File: config.mk
export PLATFORM = sky130hd
export DESIGN_NAME = modem_line_watch
export DESIGN_NICKNAME = d
export VERILOG_FILES = /design/src/rtl/mlw_pkg.sv /design/src/rtl/mlw_sync.sv /design/src/rtl/mlw_src_sel.sv /design/src/rtl/mlw_delta.sv /design/src/rtl/modem_line_watch.sv
export SDC_FILE = /design/constraint.sdc
export NUM_CORES = 1
export LEC_CHECK = 0
export CORE_AREA = 2 2 39 41
export DETAILED_ROUTE_END_ITERATION = 10
export DIE_AREA = 0 0 41 43
export PLACE_DENSITY = 0.76
export SYNTH_ARGS = -nofsm -noshare
export SYNTH_HDL_FRONTEND = slang
export SYNTH_SLANG_ARGS = --single-unit
File: constraint.sdc
create_clock -name clk -period 2.9 [get_ports clk]
set_clock_uncertainty 0.05 [all_clocks]
set_input_delay 0.58 -clock clk [delete_from_list [all_inputs] [get_ports clk]]
set_output_delay 0.58 -clock clk [all_outputs]
set_load 0.01 [all_outputs]
File: src/rtl/mlw_pkg.sv
package mlw_pkg;
  localparam int LINES   = 4;
  localparam int IX_CTS  = 0;
  localparam int IX_DSR  = 1;
  localparam int IX_RI   = 2;
  localparam int IX_DCD  = 3;

  // Change events between the previous and present line levels.
  // Ring indicator counts only on a fall from 1 to 0.
  function automatic logic [LINES-1:0] mlw_events(input logic [LINES-1:0] prev,
                                                  input logic [LINES-1:0] now);
    logic [LINES-1:0] ev;
    ev         = prev ^ now;
    ev[IX_RI]  = prev[IX_RI] & ~now[IX_RI];
    return ev;
  endfunction

  function automatic logic [2*LINES-1:0] mlw_pack(input logic [LINES-1:0] lvl,
                                                  input logic [LINES-1:0] flg);
    return {lvl, flg};
  endfunction
endpackage

File: src/rtl/mlw_sync.sv
module mlw_sync #(
  parameter int W      = 4,
  parameter int STAGES = 2
) (
  input  logic         clk,
  input  logic         rst_n,
  input  logic [W-1:0] d,
  output logic [W-1:0] q
);
  logic [W-1:0] stg [STAGES];

  always_ff @(posedge clk or negedge rst_n) begin
    if (!rst_n) stg[0] <= '0;
    else        stg[0] <= d;
  end

  for (genvar k = 1; k < STAGES; k++) begin : g_stage
    always_ff @(posedge clk or negedge rst_n) begin
      if (!rst_n) stg[k] <= '0;
      else        stg[k] <= stg[k-1];
    end
  end

  assign q = stg[STAGES-1];
endmodule

File: src/rtl/mlw_src_sel.sv
module mlw_src_sel #(
  parameter int W = 4
) (
  input  logic         loop_en,
  input  logic [W-1:0] from_pins,
  input  logic [W-1:0] from_ctrl,
  output logic [W-1:0] lvl_now
);
  always_comb begin
    if (loop_en) lvl_now = from_ctrl;
    else         lvl_now = from_pins;
  end
endmodule

File: src/rtl/mlw_delta.sv
module mlw_delta
  import mlw_pkg::*;
(
  input  logic             clk,
  input  logic             rst_n,
  input  logic [LINES-1:0] lvl_now,
  input  logic             clr,
  output logic [LINES-1:0] lvl_q,
  output logic [LINES-1:0] flg_q,
  output logic [LINES-1:0] evt
);
  assign evt = mlw_events(lvl_q, lvl_now);

  always_ff @(posedge clk or negedge rst_n) begin
    if (!rst_n) begin
      lvl_q <= '0;
      flg_q <= '0;
    end else begin
      lvl_q <= lvl_now;
      flg_q <= (flg_q & ~{LINES{clr}}) | evt;
    end
  end

  for (genvar i = 0; i < LINES; i++) begin : g_chk

    flag_cause_chk: assert property (@(posedge clk) disable iff (!rst_n)
      $rose(flg_q[i]) |-> $past(evt[i]));

    flag_clear_chk: assert property (@(posedge clk) disable iff (!rst_n)
      (clr && !evt[i]) |=> !flg_q[i]);

    flag_race_chk: assert property (@(posedge clk) disable iff (!rst_n)
      (clr && evt[i]) |=> flg_q[i]);

    flag_hold_chk: assert property (@(posedge clk) disable iff (!rst_n)
      (flg_q[i] && !clr) |=> flg_q[i]);
  end
endmodule

File: src/rtl/modem_line_watch.sv
module modem_line_watch
  import mlw_pkg::*;
#(
  parameter int SYNC_STAGES = 2
) (
  input  logic       clk,
  input  logic       rst_n,
  input  logic       pin_cts,
  input  logic       pin_dsr,
  input  logic       pin_ri,
  input  logic       pin_dcd,
  input  logic       mc_rts,
  input  logic       mc_dtr,
  input  logic       mc_out1,
  input  logic       mc_out2,
  input  logic       mc_loop,
  input  logic       rd_stb,
  output logic [7:0] stat_q,
  output logic       irq_req
);
  logic [LINES-1:0] pins_raw, pins_sync, ctrl_lines, lvl_now, lvl_q, flg_q, evt;

  assign pins_raw   = {pin_dcd, pin_ri, pin_dsr, pin_cts};
  assign ctrl_lines = {mc_out2, mc_out1, mc_dtr, mc_rts};

  mlw_sync #(.W(LINES), .STAGES(SYNC_STAGES)) u_sync (
    .clk(clk), .rst_n(rst_n), .d(pins_raw), .q(pins_sync));

  mlw_src_sel #(.W(LINES)) u_sel (
    .loop_en(mc_loop), .from_pins(pins_sync), .from_ctrl(ctrl_lines), .lvl_now(lvl_now));

  mlw_delta u_delta (
    .clk(clk), .rst_n(rst_n), .lvl_now(lvl_now), .clr(rd_stb),
    .lvl_q(lvl_q), .flg_q(flg_q), .evt(evt));

  assign stat_q  = mlw_pack(lvl_q, flg_q);
  assign irq_req = |flg_q;


  ri_fall_chk: assert property (@(posedge clk) disable iff (!rst_n)
    $rose(stat_q[2]) |-> ($past(stat_q[6]) && !stat_q[6]));

  loop_map_chk: assert property (@(posedge clk) disable iff (!rst_n)
    $past(mc_loop) |-> (stat_q[7:4] == $past({mc_out2, mc_out1, mc_dtr, mc_rts})));

  irq_cause_chk: assert property (@(posedge clk) disable iff (!rst_n)
    $rose(irq_req) |-> $past(|evt));

  level_keep_chk: assert property (@(posedge clk) disable iff (!rst_n)
    (rd_stb && $stable(lvl_now)) |=> $stable(stat_q[7:4]));
endmodule

# After elaboration in Yosys (flattened, before gate mapping)
# Index checks and enable logic that the tools add are counted.
# classes
bitwise_logic	6
reduce_logical	1
n_mux	1
# op_table
cell	count
$and A4 B4 Y4	1
$mux W4	1
$not A4 Y4	1
$or A4 B4 Y4	1
$reduce_or A4 Y1	1
$xor A4 B4 Y4	1
$and A1 B1 Y1	1
$not A1 Y1	1
# word_totals
in_bits	12
register_bits	16
out_inout_bits	9

# Depth between registers and ports, before layout
# Gate-level depths: netlist (run 1).
# logic_depth
ltp_word	4
ltp_mapped	3
ltp_nobuf	3

# Modules after synthesis
# From an unflattened synthesis (run 1), not the netlist that was laid out.
# unflattened
hier_cells	34
hier_area_um2	549.3
# by_module_without_submodules
module	seq_area_each_um2	area_each_um2	cells_each	instances
mlw_delta	200.2	266.5	17	1
mlw_sync	200.2	230.2	12	1
mlw_src_sel	0.0	45.0	4	1
modem_line_watch	0.0	7.5	1	1

# Worst setup path after synthesis (run 1)
# OpenSTA, ideal clock, no wires.
# synth_timing
kind	flip-flop to output port
startpoint	reg u_delta.flg_q[1]
endpoint	out irq_req
required_ns	2.270
stages_incl_launch_ff	2
n_path_buf	0
arrival_time_ns	0.977
setup_slack_ns	1.293
path_cell_list	dfrtp_1 or4_1
# synth_between
elab_chain_cells	1
# synth_rtl
element	line_no	source
start, declared	mlw_delta.sv:9	output logic [LINES-1:0] flg_q,
start signal, assigned	mlw_delta.sv:20	flg_q <= (flg_q & ~{LINES{clr}}) | evt;
$reduce_or A4 Y1	modem_line_watch.sv:37	assign irq_req = |flg_q;
end, declared	modem_line_watch.sv:19	output logic irq_req
# Every way passes these cells.

# Final worst setup path (run 1)
# Ends and elaborated chain as after synthesis.

==> results of run 1 <==
## sequential cells by signal, summed over array words and instances (netlist names)
name	cells
u_sync.q	4
u_delta.flg_q	4
u_delta.lvl_q	4
u_sync.stg	4
## critical path: cells and delay by family (launching register included)
family / cells / cell delay [ns]
buf+inv: 1 / 0.48
flops: 1 / 0.39
simple gates: 1 / 0.51
## power breakdown
part           switching (mW)  leakage [nW]  internal, mW  total [mW]
logic                  0.0279         0.150        0.0466      0.0744
registers             0.00890         0.184         0.240       0.249
clock network          0.0653        0.0210        0.0763       0.142
total                   0.102         0.354         0.363       0.465
## cells in the final DEF (no fill, tap or decap)
cell type / instances
and2b_1: 3
mux2_2: 1
a21oi_1: 3
or4_1: 1
dfrtp_1: 16
mux2_4: 3
nor2b_1: 3
clkbuf_8: 1
clkbuf_4: 3
o22ai_1: 1
inv_1: 2
nor3_2: 3
clkdlybuf4s50_1: 20
## metal layers
metal / track usage, % / vias up
li1: - / 171
met2: 20.9 / 15
met1: 15.7 / 181
met5: 0 / -
met4: 14.0 / 0
met3: 4.71 / 2
## layout make-up
type                       count  area share [%]
clock buffer                   4            4.42
inverter                       2           0.915
multi-input combinational     18            19.1
sequential                    16            48.8
tap                           16            2.44
timing repair buffer          20            24.4
## logic make-up (layout without fill, tap and decap cells)
group / Yosys count / count (layout) / synth area share (%)
buffers and inverters: 2 / 26 / 1.33
AND/OR/NAND/NOR: 10 / 10 / 14.0
AO/OA/AOI/OAI: 4 / 4 / 3.77
flip-flops: 16 / 16 / 71.0
multiplexers: 4 / 4 / 9.98
## path summary, 6_finish.rpt
kind,start,slack [ns],endpoint,cells after the start
worst min-delay path,u_sync.stg[6],0.30,u_sync.q[2],0
worst max-delay path,u_delta.flg_q[1],0.61,irq_req,2
min in group asynchronous,rst_n,0.66,u_delta.flg_q[1],1
worst max register to register,u_sync.q[1],1.88,u_delta.flg_q[1],3
worst min register to register,u_sync.stg[6],0.30,u_sync.q[2],0
max in group asynchronous,rst_n,1.70,u_sync.stg[6],1
## stage by stage
stage,area (sq um),worst slack (ns),total power [mW]
final,821,0.608,0.465
after global routing,821,0.511,0.495
after CTS,821,0.589,0.474
after detailed placement,785,0.914,0.329
after global placement,785,0.928,0.326
after floorplan,564,1.29,0.281
==> summary.txt, run 1 <==
Yosys
  • Syn Area/Cell: 15.7 sq um
  • Top-count cell post-synth: dfrtp_1
  • Synth unique cells: 10
  • Leading area contributor after synthesis: dfrtp_1
  • Sequential share of the synthesized area: 71.0%
  • Syn Inst Count: 36
  • Main synth FF type: dfrtp_1
  • Post-synth EDFFs: 0
  • Yosys warns: 0
  • Syn nets: 48
  • FFs w/ async S/R, synth: 100%
  • Synth top area cells: dfrtp_1, mux2_4, nor3_2
  • Post-synth top area share: 71.0%
  • Syn Std Cell Area: 564 sq um
  • #FFs+latches synth: 16

Die
  • Row count: 14
  • # IOs: 21
  • Core ar.: 1380 sq um
  • Die Height: 43 um
  • Initial Util: 40.8%
  • Die width: 41 um
  • Die ar.: 1760 sq um

Flow run
  • Max-Cap Viols: 0

Drt
  • M1 WL: 318 um
  • Number of DRC markers in iteration 0: 7
  • WL final: 871 um
  • DR vias: 369
  • WL/cell: 11.5 um
  • Max Used Layer: met4
  • DRC Markers: 0
  • Initial DRT Pass Iterations: 4
  • Met2 wire len: 468 um
  • Post-DRT Antenna Nets: 0
  • DR vias/cell: 4.86
  • WL met3: 68 um

Timing
  • Least-Margin Pin Slew: 0.695 ns
  • Final setup fails: 0
  • Final count of hold timing violations: 0
  • F_max: 0.436 GHz
  • Period utilization: 79.0%
  • Final Slew Violations: 0
  • Max-Slew Margin vs Limit: 53.5%
  • Post-layout minimum cycle time: 2.29 ns
  • Unrepaired setup endpoints after global routing: false
  • Hold WS: 0.305 ns
  • Fin Setup TNS: 0 ns

Clock tree
  • Clk Latency, worst-skew pair: 0.28 ns
  • Number of post-CTS setup repair buffers: 0
  • CTS Buf Count: 3
  • Deepest clock path buffer count: 2
  • H-tree depth: 1
  • Post-CTS Hold Fix Bufs: 0
  • Clock transition at path regs: 0.09 ns
  • CTS tree: done
  • Clock tree sinks: 16
  • Post-cts resize count: 0
  • Clk root buf: clkbuf_4

Critical path
  • Critical Path End Type: output pin
  • CP max stage delay: 0.51 ns
  • CP Max Fanout: 3
  • Worst-path cell chain: or4_1, clkdlybuf4s50_1
  • Crit path DAT: 1.66 ns
  • Critical-path top delay cell: or4_1
  • CP Class: reg -> out
  • Crit start category: register
  • CP required: 2.27 ns

Layout
  • Synthesis-to-finish area growth: 45.5%
  • Area of the multi-input gates: 156 sq um
  • Layout Nets: 73
  • Final Util: 59.3%
  • Register area: 400 sq um
  • ANT cells: 0
  • Fill count: 126
  • Post-Layout Cell Count: 76
  • Layout cells sized above 1: 18.3%

Placement
  • DP HPWL: 675 um
  • Placed cells: 72
  • RD Place Congestion: 0.581
  • Port buffer count: 20

Power and ir drop
  • Lkg Pwr: 0.354 nW
  • Peak VDD IR: 0.294 mV
  • Power per standard cell area: 566 nW/um^2

Global routing
  • Largest net degree at the start of global routing: 17
  • Antenna violations before repair: 0
  • All-layer global routing usage: 14.6%
  • Vias in the first global route: 370
  • Global route overflow: 0
  • First-pass GRT wire length: 1590 um

Status
  • Outcome: finished clean

Hold path
  • HP Class: reg -> reg
Note: power is estimated with default switching activity, not from simulation.
==> inputs of run 2 (changes only) <==
CORE_AREA = unset   (was 2 2 39 41)
CORE_UTILIZATION = 37   (was unset)
DIE_AREA = unset   (was 0 0 41 43)
PLACE_DENSITY = 0.7   (was 0.76)
clock period = 1.93 ns   (was 2.9 ns; I/O delays follow)
==> run 2 against run 1 <==
  * Count of clock-buffer cells in the layout fell by 1
  * First-iteration DRC count fell by 71%
  * Cell area fell by 0.91%
  * Combinational power rose by 51%
  * Global-route usage fell by 3.1 points
  * Die area fell by 4.4%
  * Clock power rose by 11%
  * Via count fell by 4.6%
  * Register-to-register slack got worse by 0.96 ns
  * Wire length fell by 8.0%
  * Largest cell class unchanged
==> summary.txt, run 2 (synthesized netlist as in run 1, its figures left out) <==
Status
  • Outcome: finished clean

Clock tree
  • Clk Latency, worst-skew pair: 0.27 ns (about the same)
  • Clock tree sinks: 16 (unchanged)
  • Clock transition at path regs: 0.08 ns (about the same)
  • H-tree depth: 1 (unchanged)
  • CTS tree: done
  • Deepest clock path buffer count: 2 (unchanged)
  • Clk root buf: clkbuf_4
  • Post-CTS Hold Fix Bufs: 0 (unchanged)
  • CTS Buf Count: 3 (unchanged)
  • Number of post-CTS setup repair buffers: 0 (unchanged)

Layout
  • ANT cells: 0 (unchanged)
  • Layout Nets: 74 (+1.4%)
  • Post-Layout Cell Count: 75 (-1.3%)
  • Commonest cells after routing, fill and taps aside: clkdlybuf4s50_1, dfrtp_1
  • Commonest non-fill, non-tap cell in the layout: clkdlybuf4s50_1
  • Synthesis-to-finish area growth: 44.1%
  • Final Util: 59.5% (+0.21 points)
  • Layout cells sized above 1: 18.3% (unchanged)

Global routing
  • All-layer global routing usage: 11.5% (-3.1 points)
  • Vias in the first global route: 294 (-21%)
  • Global route overflow: 0 (unchanged)
  • Largest net degree at the start of global routing: 17 (unchanged)
  • First-pass GRT wire length: 1170 um (-27%)
  • Antenna violations before repair: 0 (unchanged)

Critical path
  • CP Max Fanout: 3 (unchanged)
  • CP Class: reg -> out
  • Crit path DAT: 1.40 ns (-0.26 ns)
  • Critical Path End Type: output pin
  • Crit start category: register
  • CP required: 1.49 ns (-0.78 ns)

Die
  • Row count: 13 (-1)
  • Die width: 41.1 um (+0.12%)
  • Initial Util: 41.3% (+0.52 points)
  • # IOs: 21 (unchanged)
  • Die ar.: 1690 sq um (-4.4%)
  • Die Height: 41.1 um (-4.5%)
  • Core ar.: 1370 sq um (-1.3%)

Timing
  • Least-Margin Pin Slew: 0.241 ns (-0.454 ns)
  • Max-Slew Margin vs Limit: 83.9% (+30 points)
  • Fin Setup TNS: 0 ns (unchanged)
  • Period utilization: 95.1%
  • Unrepaired setup endpoints after global routing: false
  • Final Slew Violations: 0 (unchanged)
  • Final count of hold timing violations: 0 (unchanged)
  • Hold WS: 0.302 ns (-0.00237 ns)
  • F_max: 0.545 GHz
  • Final setup fails: 0 (unchanged)
  • Post-layout minimum cycle time: 1.83 ns

Drt
  • Initial DRT Pass Iterations: 4 (unchanged)
  • DRC Markers: 0 (unchanged)
  • DR vias: 352 (-4.6%)
  • WL final: 801 um (-8.0%)
  • WL/cell: 10.7 um (-6.8%)
  • Number of DRC markers in iteration 0: 2 (-5)
  • Post-DRT Antenna Nets: 0 (unchanged)
  • DR vias/cell: 4.69 (-3.3%)

Placement
  • RD Place Congestion: 0.677 (+17%)
  • DP HPWL: 642 um (-4.8%)
  • Port buffer count: 20 (unchanged)
  • Placed cells: 72 (unchanged)

Hold path
  • HP Class: reg -> reg

Power and ir drop
  • Lkg Pwr: 0.352 nW (-0.64%)
  • Power per standard cell area: 791 nW/um^2 (+40%)
  • Peak VDD IR: 0.522 mV (+77%)

Flow run
  • Max-Cap Viols: 0 (unchanged)
-- run 2: cell types whose count changed in the layout (fill, tap and decap cells not counted), sizes merged --
| cell | change |
|---|---|
| buf | +1 |
| clkbuf | -1 |
| clkdlybuf4s15 | +1 |
| clkdlybuf4s50 | -1 |
-- run 2: worst paths after layout --
path | startpoint | end | slack (ns) | cells after the start
worst max-delay path | u_delta.flg_q[1] | irq_req | 0.1 | 2
worst max register to register | u_sync.q[1] | u_delta.flg_q[1] | 0.92 | 3
worst min-delay path | u_sync.stg[6] | u_sync.q[2] | 0.30 | 0
min in group asynchronous | rst_n | u_sync.stg[4] | 0.37 | 2
worst min register to register | u_sync.stg[6] | u_sync.q[2] | 0.30 | 0
max in group asynchronous | rst_n | u_delta.flg_q[1] | 1.30 | 2
-- run 2: where the power goes --
group	switching (mW)	leakage (nW)	internal [mW]	total [mW]
combinational	0.0404	0.155	0.0711	0.112
clock	0.0857	0.0138	0.0721	0.158
sequential	0.0137	0.184	0.360	0.374
total	0.140	0.352	0.503	0.643
-- run 2: layer usage --
layer	track usage, %	vias up	routed length, um
li1	-	170	-
met2	17.2	16	404
met5	0	-	0
met3	4.89	2	55
met4	7.50	0	7
met1	13.3	164	334
-- run 2: repair_timing --
action,4_1_cts,5_1_grt
hold endpoints to repair,0,0
resized for setup,1,1
setup endpoints to repair,1,1
-- run 2: layout make-up --
cell class              count  area, sq um
flip-flops and latches     16          400
repair buffers             21          208
multi-input cells          18          156
fillers                   116          553
clock buffers               3         22.5
inverters                   2         7.51
well taps                  15         18.8
-- run 2: through the flow --
stage               area [sq um]  worst slack [ns]  power (mW)
finish                       813            0.0950       0.643
global route                 813           0.00773       0.686
CTS                          812            0.0331       0.656
detailed placement           791             0.142       0.495
global placement             791             0.151       0.492
floorplan                    564             0.517       0.422
-- run 2: worst max-delay path, stage by stage, from the launching register on --
cell and delay [ns]:
dfrtp_1 0.39, or4_1 0.51, clkdlybuf4s15_1 0.24
